--- config.mk ---
export PLATFORM = sky130hd
export DESIGN_NAME = ref_cmp_timer
export DESIGN_NICKNAME = d
export VERILOG_FILES = /design/src/rtl/ref_cmp_timer.sv
export SDC_FILE = /design/constraint.sdc
export NUM_CORES = 1
export LEC_CHECK = 0
export ABC_AREA = 1
export CAP_MARGIN = 15
export CORE_ASPECT_RATIO = 1.5
export CORE_MARGIN = 2
export CORE_UTILIZATION = 44
export DETAILED_ROUTE_END_ITERATION = 10
export HOLD_SLACK_MARGIN = 0.02
export PLACE_DENSITY = 0.68
export SYNTH_ARGS = -nofsm -noshare
export SYNTH_HDL_FRONTEND = slang
export SYNTH_SLANG_ARGS = --single-unit
export TNS_END_PERCENT = 50
--- constraint.sdc ---
create_clock -name clk -period 1.75 [get_ports clk]
set_input_delay 0.525 -clock clk [delete_from_list [all_inputs] [get_ports clk]]
set_output_delay 0.525 -clock clk [all_outputs]
set_load 0.005 [all_outputs]
--- src/rtl/ref_cmp_timer.sv ---
module ref_cmp_timer #(
  parameter int CNT_W    = 16,
  parameter int PS_W     = 8,
  parameter int ADDR_W   = 3,
  parameter int SLOW_DIV = 16
) (
  input  logic              clk,
  input  logic              rst_n,
  input  logic              wr_en,
  input  logic [ADDR_W-1:0] addr,
  input  logic [CNT_W-1:0]  wdata,
  output logic [CNT_W-1:0]  rdata,
  output logic              irq
);
  localparam int DIV_W = (SLOW_DIV > 1) ? $clog2(SLOW_DIV) : 1;
  localparam int PS_LSB = 8;

  logic [CNT_W-1:0] mode_q, ref_q, cnt_q;
  logic             flag_q;
  logic [PS_W-1:0]  pre_q;
  logic [DIV_W-1:0] div_q;

  wire sel_mode = wr_en && addr == ADDR_W'(0);
  wire sel_ref  = wr_en && addr == ADDR_W'(1);
  wire sel_cnt  = wr_en && addr == ADDR_W'(2);
  wire sel_evt  = wr_en && addr == ADDR_W'(3);

  wire [1:0]      src      = mode_q[2:1];
  wire [PS_W-1:0] prescale = mode_q[PS_LSB +: PS_W];
  wire run      = mode_q[0] && (src == 2'd1 || src == 2'd2);
  wire slow_hit = (div_q == DIV_W'(SLOW_DIV - 1));
  wire src_tick = (src == 2'd1) || slow_hit;
  wire tick     = run && src_tick && (pre_q == prescale);
  wire [CNT_W-1:0] cnt_inc = cnt_q + 1'b1;
  wire hit      = tick && (cnt_inc == ref_q);
  wire drop     = sel_mode && mode_q[0] && !wdata[0];
  wire restart  = sel_mode || sel_ref;

  always_ff @(posedge clk) begin
    if (!rst_n || restart || !run) begin
      pre_q <= '0;
      div_q <= '0;
    end else begin
      div_q <= slow_hit ? '0 : div_q + 1'b1;
      if (src_tick)
        pre_q <= (pre_q == prescale) ? '0 : pre_q + 1'b1;
    end
  end

  always_ff @(posedge clk) begin
    if (!rst_n) begin
      mode_q <= '0;
      ref_q  <= '1;
      cnt_q  <= '0;
      flag_q <= 1'b0;
    end else begin
      if (sel_mode) mode_q <= wdata;
      if (drop) begin
        ref_q  <= '1;
        cnt_q  <= '0;
        flag_q <= 1'b0;
      end else begin
        if (sel_ref) ref_q <= wdata;
        if (sel_cnt)   cnt_q <= wdata;
        else if (tick) cnt_q <= hit ? '0 : cnt_inc;
        if (hit && !sel_cnt)          flag_q <= 1'b1;
        else if (sel_evt && wdata[1]) flag_q <= 1'b0;
      end
    end
  end

  always_comb begin
    case (addr)
      ADDR_W'(0): rdata = mode_q;
      ADDR_W'(1): rdata = ref_q;
      ADDR_W'(2): rdata = cnt_q;
      ADDR_W'(3): rdata = {{(CNT_W-2){1'b0}}, flag_q, 1'b0};
      default:    rdata = '0;
    endcase
  end

  assign irq = mode_q[4] && flag_q;
endmodule

### After elaboration in Yosys (flattened, before gate mapping)

Index checks and enable logic that the tools add are counted.

* register bits: 61
* bits in latches: 0
* memory bits (writable): 0
* bits in read-only memories: 0
* bits of input ports: 22
* output and inout bits: 17
* word-level logic and storage cells: 52
* memories kept: 0

* add/sub/neg operators: 3
* multipliers: 0
* div/mod/pow operators: 0
* magnitude comparators: 0
* equal/unequal tests: 8
* shift-type cells: 0
* muxes and demuxes: 7
* bitwise operators: 1
* reduce and logical (&&, ||, !) cells: 27

Operators by type and width (count)
* one-hot mux 16 bit (4 select lines): 1
* 2-to-1 mux 16 bit: 3
* adder 16 x 1 -> 16 bit (second input constant): 1
* equality test 16 bit: 1
* logical AND 1 bit: 13
* adder 8 x 1 -> 8 bit (second input constant): 1
* equality test 8 bit: 1
* 2-to-1 mux 8 bit: 1
* equality test 3 x 2 -> 1 bit (second input constant): 2
* logical OR 1 bit: 5
* adder 4 x 1 -> 4 bit (second input constant): 1
* equality test 4 bit (second input constant): 1
* zero test 1 bit: 4
* nonzero test 2 bit: 2
* OR reduction 2 bit: 2
* equality test 3 x 1 -> 1 bit (second input constant): 1
* zero test 3 bit: 1
* equality test 2 x 1 -> 1 bit (second input constant): 1
* equality test 2 bit (second input constant): 1
* 2-to-1 mux 1 bit: 2
* NOT 1 bit: 1

### Logic depth before layout (Yosys ltp)

* depth in word-level cells: 9
* depth in mapped cells: 15
* gate-level depth less buffers: 14

### Worst setup path before layout

Ideal clock, no wire load.

* path type: flip-flop to flip-flop
* from: register cnt_q[0]
* to: register cnt_q[15]
* setup time: 0.124 ns
* data arrival time: 1.757 ns
* required time: 1.626 ns
* slack: -0.132 ns
* stages on the path, launching flop included: 16
* path buffers: 1
* clock period less this slack: 1.882 ns
* cells stage by stage: dfxtp_1 -> ha_1 -> nand2_1 -> nor2_4 -> nand2_1 -> nand2_1 -> nand2_1 -> nand2_1 -> nand2_1 -> nor2_1 -> nand3_1 -> nor2_2 -> nand2_4 -> buf_6 -> nand2_2 -> a21oi_2

* word-level cells in the longest chain between the ends: 6

RTL lines
* from (decl): RTL line 18 `logic [CNT_W-1:0] mode_q, ref_q, cnt_q;`
* from (signal assigned): RTL line 64 `if (sel_cnt) cnt_q <= wdata;`
* from (signal assigned): RTL line 65 `else if (tick) cnt_q <= hit ? '0 : cnt_inc;`
* adder 16 x 1 -> 16 bit *: RTL line 34 `wire [CNT_W-1:0] cnt_inc = cnt_q + 1'b1;`
* equality test 16 bit: RTL line 35 `wire hit = tick && (cnt_inc == ref_q);`
* logical AND 1 bit: RTL line 35
* 2-to-1 mux 16 bit * (2 in a row): RTL line 65
* 2-to-1 mux 16 bit *: RTL line 64

Every way passes the cells marked *; elsewhere a longest branch is shown, timed or not. The select of a mux whose other input is x is not followed.
A chain may end at the register's enable or synchronous reset.

### Worst setup path in the final report

* from: register cnt_q[1]
* to: register cnt_q[2]

The elaborated chain is that of the path after synthesis.

==> results.sh <==
export IMPL_outcome="finished, violations left"
export IMPL_violations="negative setup slack"
export IMPL_p_int_uw=2850
export IMPL_initialDrtViolationCount=431
export IMPL_relSlewSlack=0.821
export IMPL_grt_pass1_wl_mm=19.4
export IMPL_start_util=0.445
export IMPL_cpLargestDelayFamily="simple AND/OR/NAND/NOR gates"
export IMPL_finalCritPeriodShare=1.16
export IMPL_grt_overflow=0
export IMPL_h_tree_depth=3
export IMPL_final_min_clock_period_ps=2020
export IMPL_yosysUniqueCellTypes=38
export IMPL_setup_tns_ps=-7140
export IMPL_fin_ws_ps=-272
export IMPL_wl_met2_mm=6.36
export IMPL_seqPwrFrac=0.390
export IMPL_nets=699
export IMPL_reg2reg_depth=13
export IMPL_path_buf_inv=1
export IMPL_syn_to_final_growth_pct=47.5
export IMPL_drt_first_pass_iters=6
export IMPL_cellLeakagePower_uw=0.00246
export IMPL_clock_sinks=61
export IMPL_routabilityCongestion=0.907
export IMPL_syn_nets=579
export IMPL_coreArea_um2=8310
export IMPL_worst_pin_slew_ps=267
export IMPL_clk_latency_ps=330
export IMPL_p_per_area_nw_per_um2=715
export IMPL_wire_per_inst_um=15.9
export IMPL_hp_class="reg -> reg"
export IMPL_setup_viol_count_final=33
export IMPL_grt_max_degree=33
export IMPL_portBuffers=38
export IMPL_syn_area_um2=3700
export IMPL_crit_type="reg -> reg"
export IMPL_crit_path_cell_trace="ha_4 > nand3_2 > buf_4 > nand2_1 > nand3_1 > nand2_1 > nand3_1 > nor2_1 > nand3_1 > nor2_4 > nand2_8 > nand2_1 > a21oi_1"
export IMPL_drt_total_wl_mm=12.5
export IMPL_max_freq_mhz=494
export IMPL_vias=4191
export IMPL_antenna_found_initial=0
export IMPL_synth_warnings=0
export IMPL_io_pins=39
export IMPL_synth_compound_area_frac=0.196
export IMPL_numCtsBuffers=9
export IMPL_yosysSeqAreaShare=0.330
export IMPL_switching_share=0.269
export IMPL_synth_mux_area_frac=0
export IMPL_cts_root_buf="clkbuf_16"
export IMPL_cts_tree="yes"
export IMPL_maxUsedRoutingLayer="met4"
export IMPL_crit_path_max_fanout=16
export IMPL_slowest_stage="dfxtp_4"
export IMPL_groute_usage_overall=0.277
export IMPL_postRouteAntennaNets=0
export IMPL_drive_gt1_frac=0.309
export IMPL_synth_xor_area_frac=0.0399
export IMPL_fin_skew_ps=7.34
export IMPL_max_stage_delay_ps=350
export IMPL_power_switching_uw=1050
export IMPL_hpwl_mm=9.07
export IMPL_syn_avg_cell_area_um2=6.69
export IMPL_die_width_um=78.8
export IMPL_ir_drop_v=0.000529
export IMPL_p_comb_frac=0.170
export IMPL_rsz0062_at_grt="yes"
export IMPL_row_count=41
export IMPL_clk_path_buf_depth=2
export IMPL_synth_cells=553
export IMPL_drc=0
export IMPL_cp_arrival_ps=2240
export IMPL_yosys_area_share_simple=0.300
export IMPL_hold_viol_final=0
export IMPL_critPathLaunchType="register"
export IMPL_hold_depth=2
export IMPL_via_per_inst=5.35
export IMPL_wl_met3_um=626
export IMPL_cp_num_cells=13
export IMPL_synth_adder_area_share=0.0135
export IMPL_die_h_um=116
export IMPL_max_cap_violations=0
export IMPL_drv_slew=0
export IMPL_synth_top_family_by_area="simple AND/OR/NAND/NOR gates"
export IMPL_total_power_uw=3900
export IMPL_synth_seq_cells=61
export IMPL_postCtsHoldBufs=0
export IMPL_cp_required_ps=1960
export IMPL_num_fill_cells=700
export IMPL_worstSetupEndpointType="register"
export IMPL_grt_pass1_vias=4118
export IMPL_die_area_um2=9170
export IMPL_clk_pin_slew_ps=50
export IMPL_met1_length_mm=4.95
export IMPL_insertedDiodeCount=0
export IMPL_clockPowerShare=0.440
==> through the flow <==
stage | instance area [µm²] | setup slack, ps | cells | hold WS [ps] | util
global route | 5460 | -411 | 784 | 522 | 0.656
finish | 5460 | -272 | 784 | 501 | 0.656
global placement | 4850 | -1030 | 762 | 470 | 0.584
floorplan | 3750 | -28.0 | 553 | 418 | -
CTS | 5330 | -279 | 783 | 500 | 0.642
detailed placement | 4850 | -1050 | 762 | 477 | 0.584
==> cell families after synthesis <==
kind of cell,Yosys count
DFF,61
AOI/OAI and AO/OA,113
buffers and inverters,114
and+or+nand+nor,245
adders and majority gates,4
xor gates and xnor gates,16
==> routing by layer <==
metal / vias up / track usage
met2: 151 / 0.502
met3: 46 / 0.0433
met1: 1941 / 0.306
met5: - / 0
met4: 0 / 0.156
li1: 2053 / -
==> registers in the layout (all words and copies together) (netlist names) <==
signal	flops
cnt_q	16
mode_q	16
ref_q	16
pre_q	8
flag_q	1
div_q	4
==> tightest hold or removal path, cell delays in order, from the launching register on <==
cell and delay (ps):
dfxtp_1 330, nand2_1 60, o211ai_1 80
==> placed cells by master, fill, tap and decap left out, types with 6 or more instances in the layout <==
| cell type | n |
|---|---|
| nand2_2 | 18 |
| a21oi_2 | 10 |
| inv_1 | 88 |
| clkbuf_16 | 9 |
| o21ai_0 | 18 |
| buf_2 | 17 |
| nor2_2 | 7 |
| o221ai_4 | 6 |
| o221ai_2 | 9 |
| inv_2 | 6 |
| nand3_1 | 32 |
| dfxtp_1 | 57 |
| xor2_1 | 13 |
| nor2_1 | 41 |
| a21oi_1 | 32 |
| nand4_1 | 8 |
| o211ai_1 | 16 |
| o22ai_1 | 15 |
| buf_4 | 73 |
| nor2_4 | 9 |
| buf_12 | 6 |
| clkdlybuf4s50_1 | 17 |
| nand2_1 | 111 |
==> final timing paths <==
path              slack, ps  startpoint         to
hold / removal          500   ref_q[12]  ref_q[12]
hold reg to reg         500   ref_q[12]  ref_q[12]
setup reg to reg       -270    cnt_q[1]   cnt_q[2]
setup / recovery       -270    cnt_q[1]   cnt_q[2]
==> what timing repair did <==
| action | 4_1_cts | 5_1_grt |
|---|---|---|
| pin swaps | 8 | 9 |
| setup endpoints to repair | 78 | 61 |
| gates cloned | 2 | 0 |
| buffers inserted | 6 | 1 |
| resized for setup | 130 | 23 |
==> power groups by stage <==
stage	sequential, µW	combinational [µW]	clock, µW
floorplan	1530	293	0
global placement	1540	573	0
detailed placement	1550	583	0
CTS	1520	627	1730
global route	1530	716	1780
finish	1520	664	1720
==> synth_stat cells <==
cell	count	area, µm²
buf_4	1	7.51
o21ai_0	18	90.1
nor3b_1	2	15.0
a21oi_2	10	87.6
o211ai_1	16	120
inv_2	5	18.8
and3_1	2	12.5
nand4_1	8	50.1
clkinv_1	1	3.75
nor2_2	6	37.5
inv_1	92	345
ha_1	4	50.1
nand3b_1	1	7.51
clkbuf_1	9	33.8
nor2_1	47	176
or2_2	1	6.26
a21oi_1	32	160
nand3_2	1	10.0
nor3_2	1	10.0
nor3_1	4	20.0
buf_2	4	20.0
nand3_1	34	170
o22ai_1	15	93.8
buf_1	1	3.75
xnor2_1	2	17.5
o221ai_1	15	131
o21ai_2	1	8.76
buf_6	1	11.3
o21ai_1	5	25.0
nand2_1	118	443
xor2_1	13	114
nor2_4	4	45.0
xor2_2	1	16.3
dfxtp_1	61	1220
nand2_4	1	11.3
nand2_2	14	87.6
o2111ai_1	1	8.76
nor4_1	1	6.26
==> final cells by class <==
type / instances / area [µm²] / area share
Clock buffer: 10 / 229 / 0.0420
Timing Repair inverter: 1 / 6.26 / 0.00115
Inverter: 98 / 378 / 0.0693
Multi-Input combinational cell: 378 / 2350 / 0.431
Sequential cell: 61 / 1230 / 0.226
Tap cell: 107 / 134 / 0.0245
Clock inverter: 5 / 52.6 / 0.00963
Timing Repair Buffer: 124 / 1070 / 0.197
No activity file was read; power rests on OpenSTA's default activity.
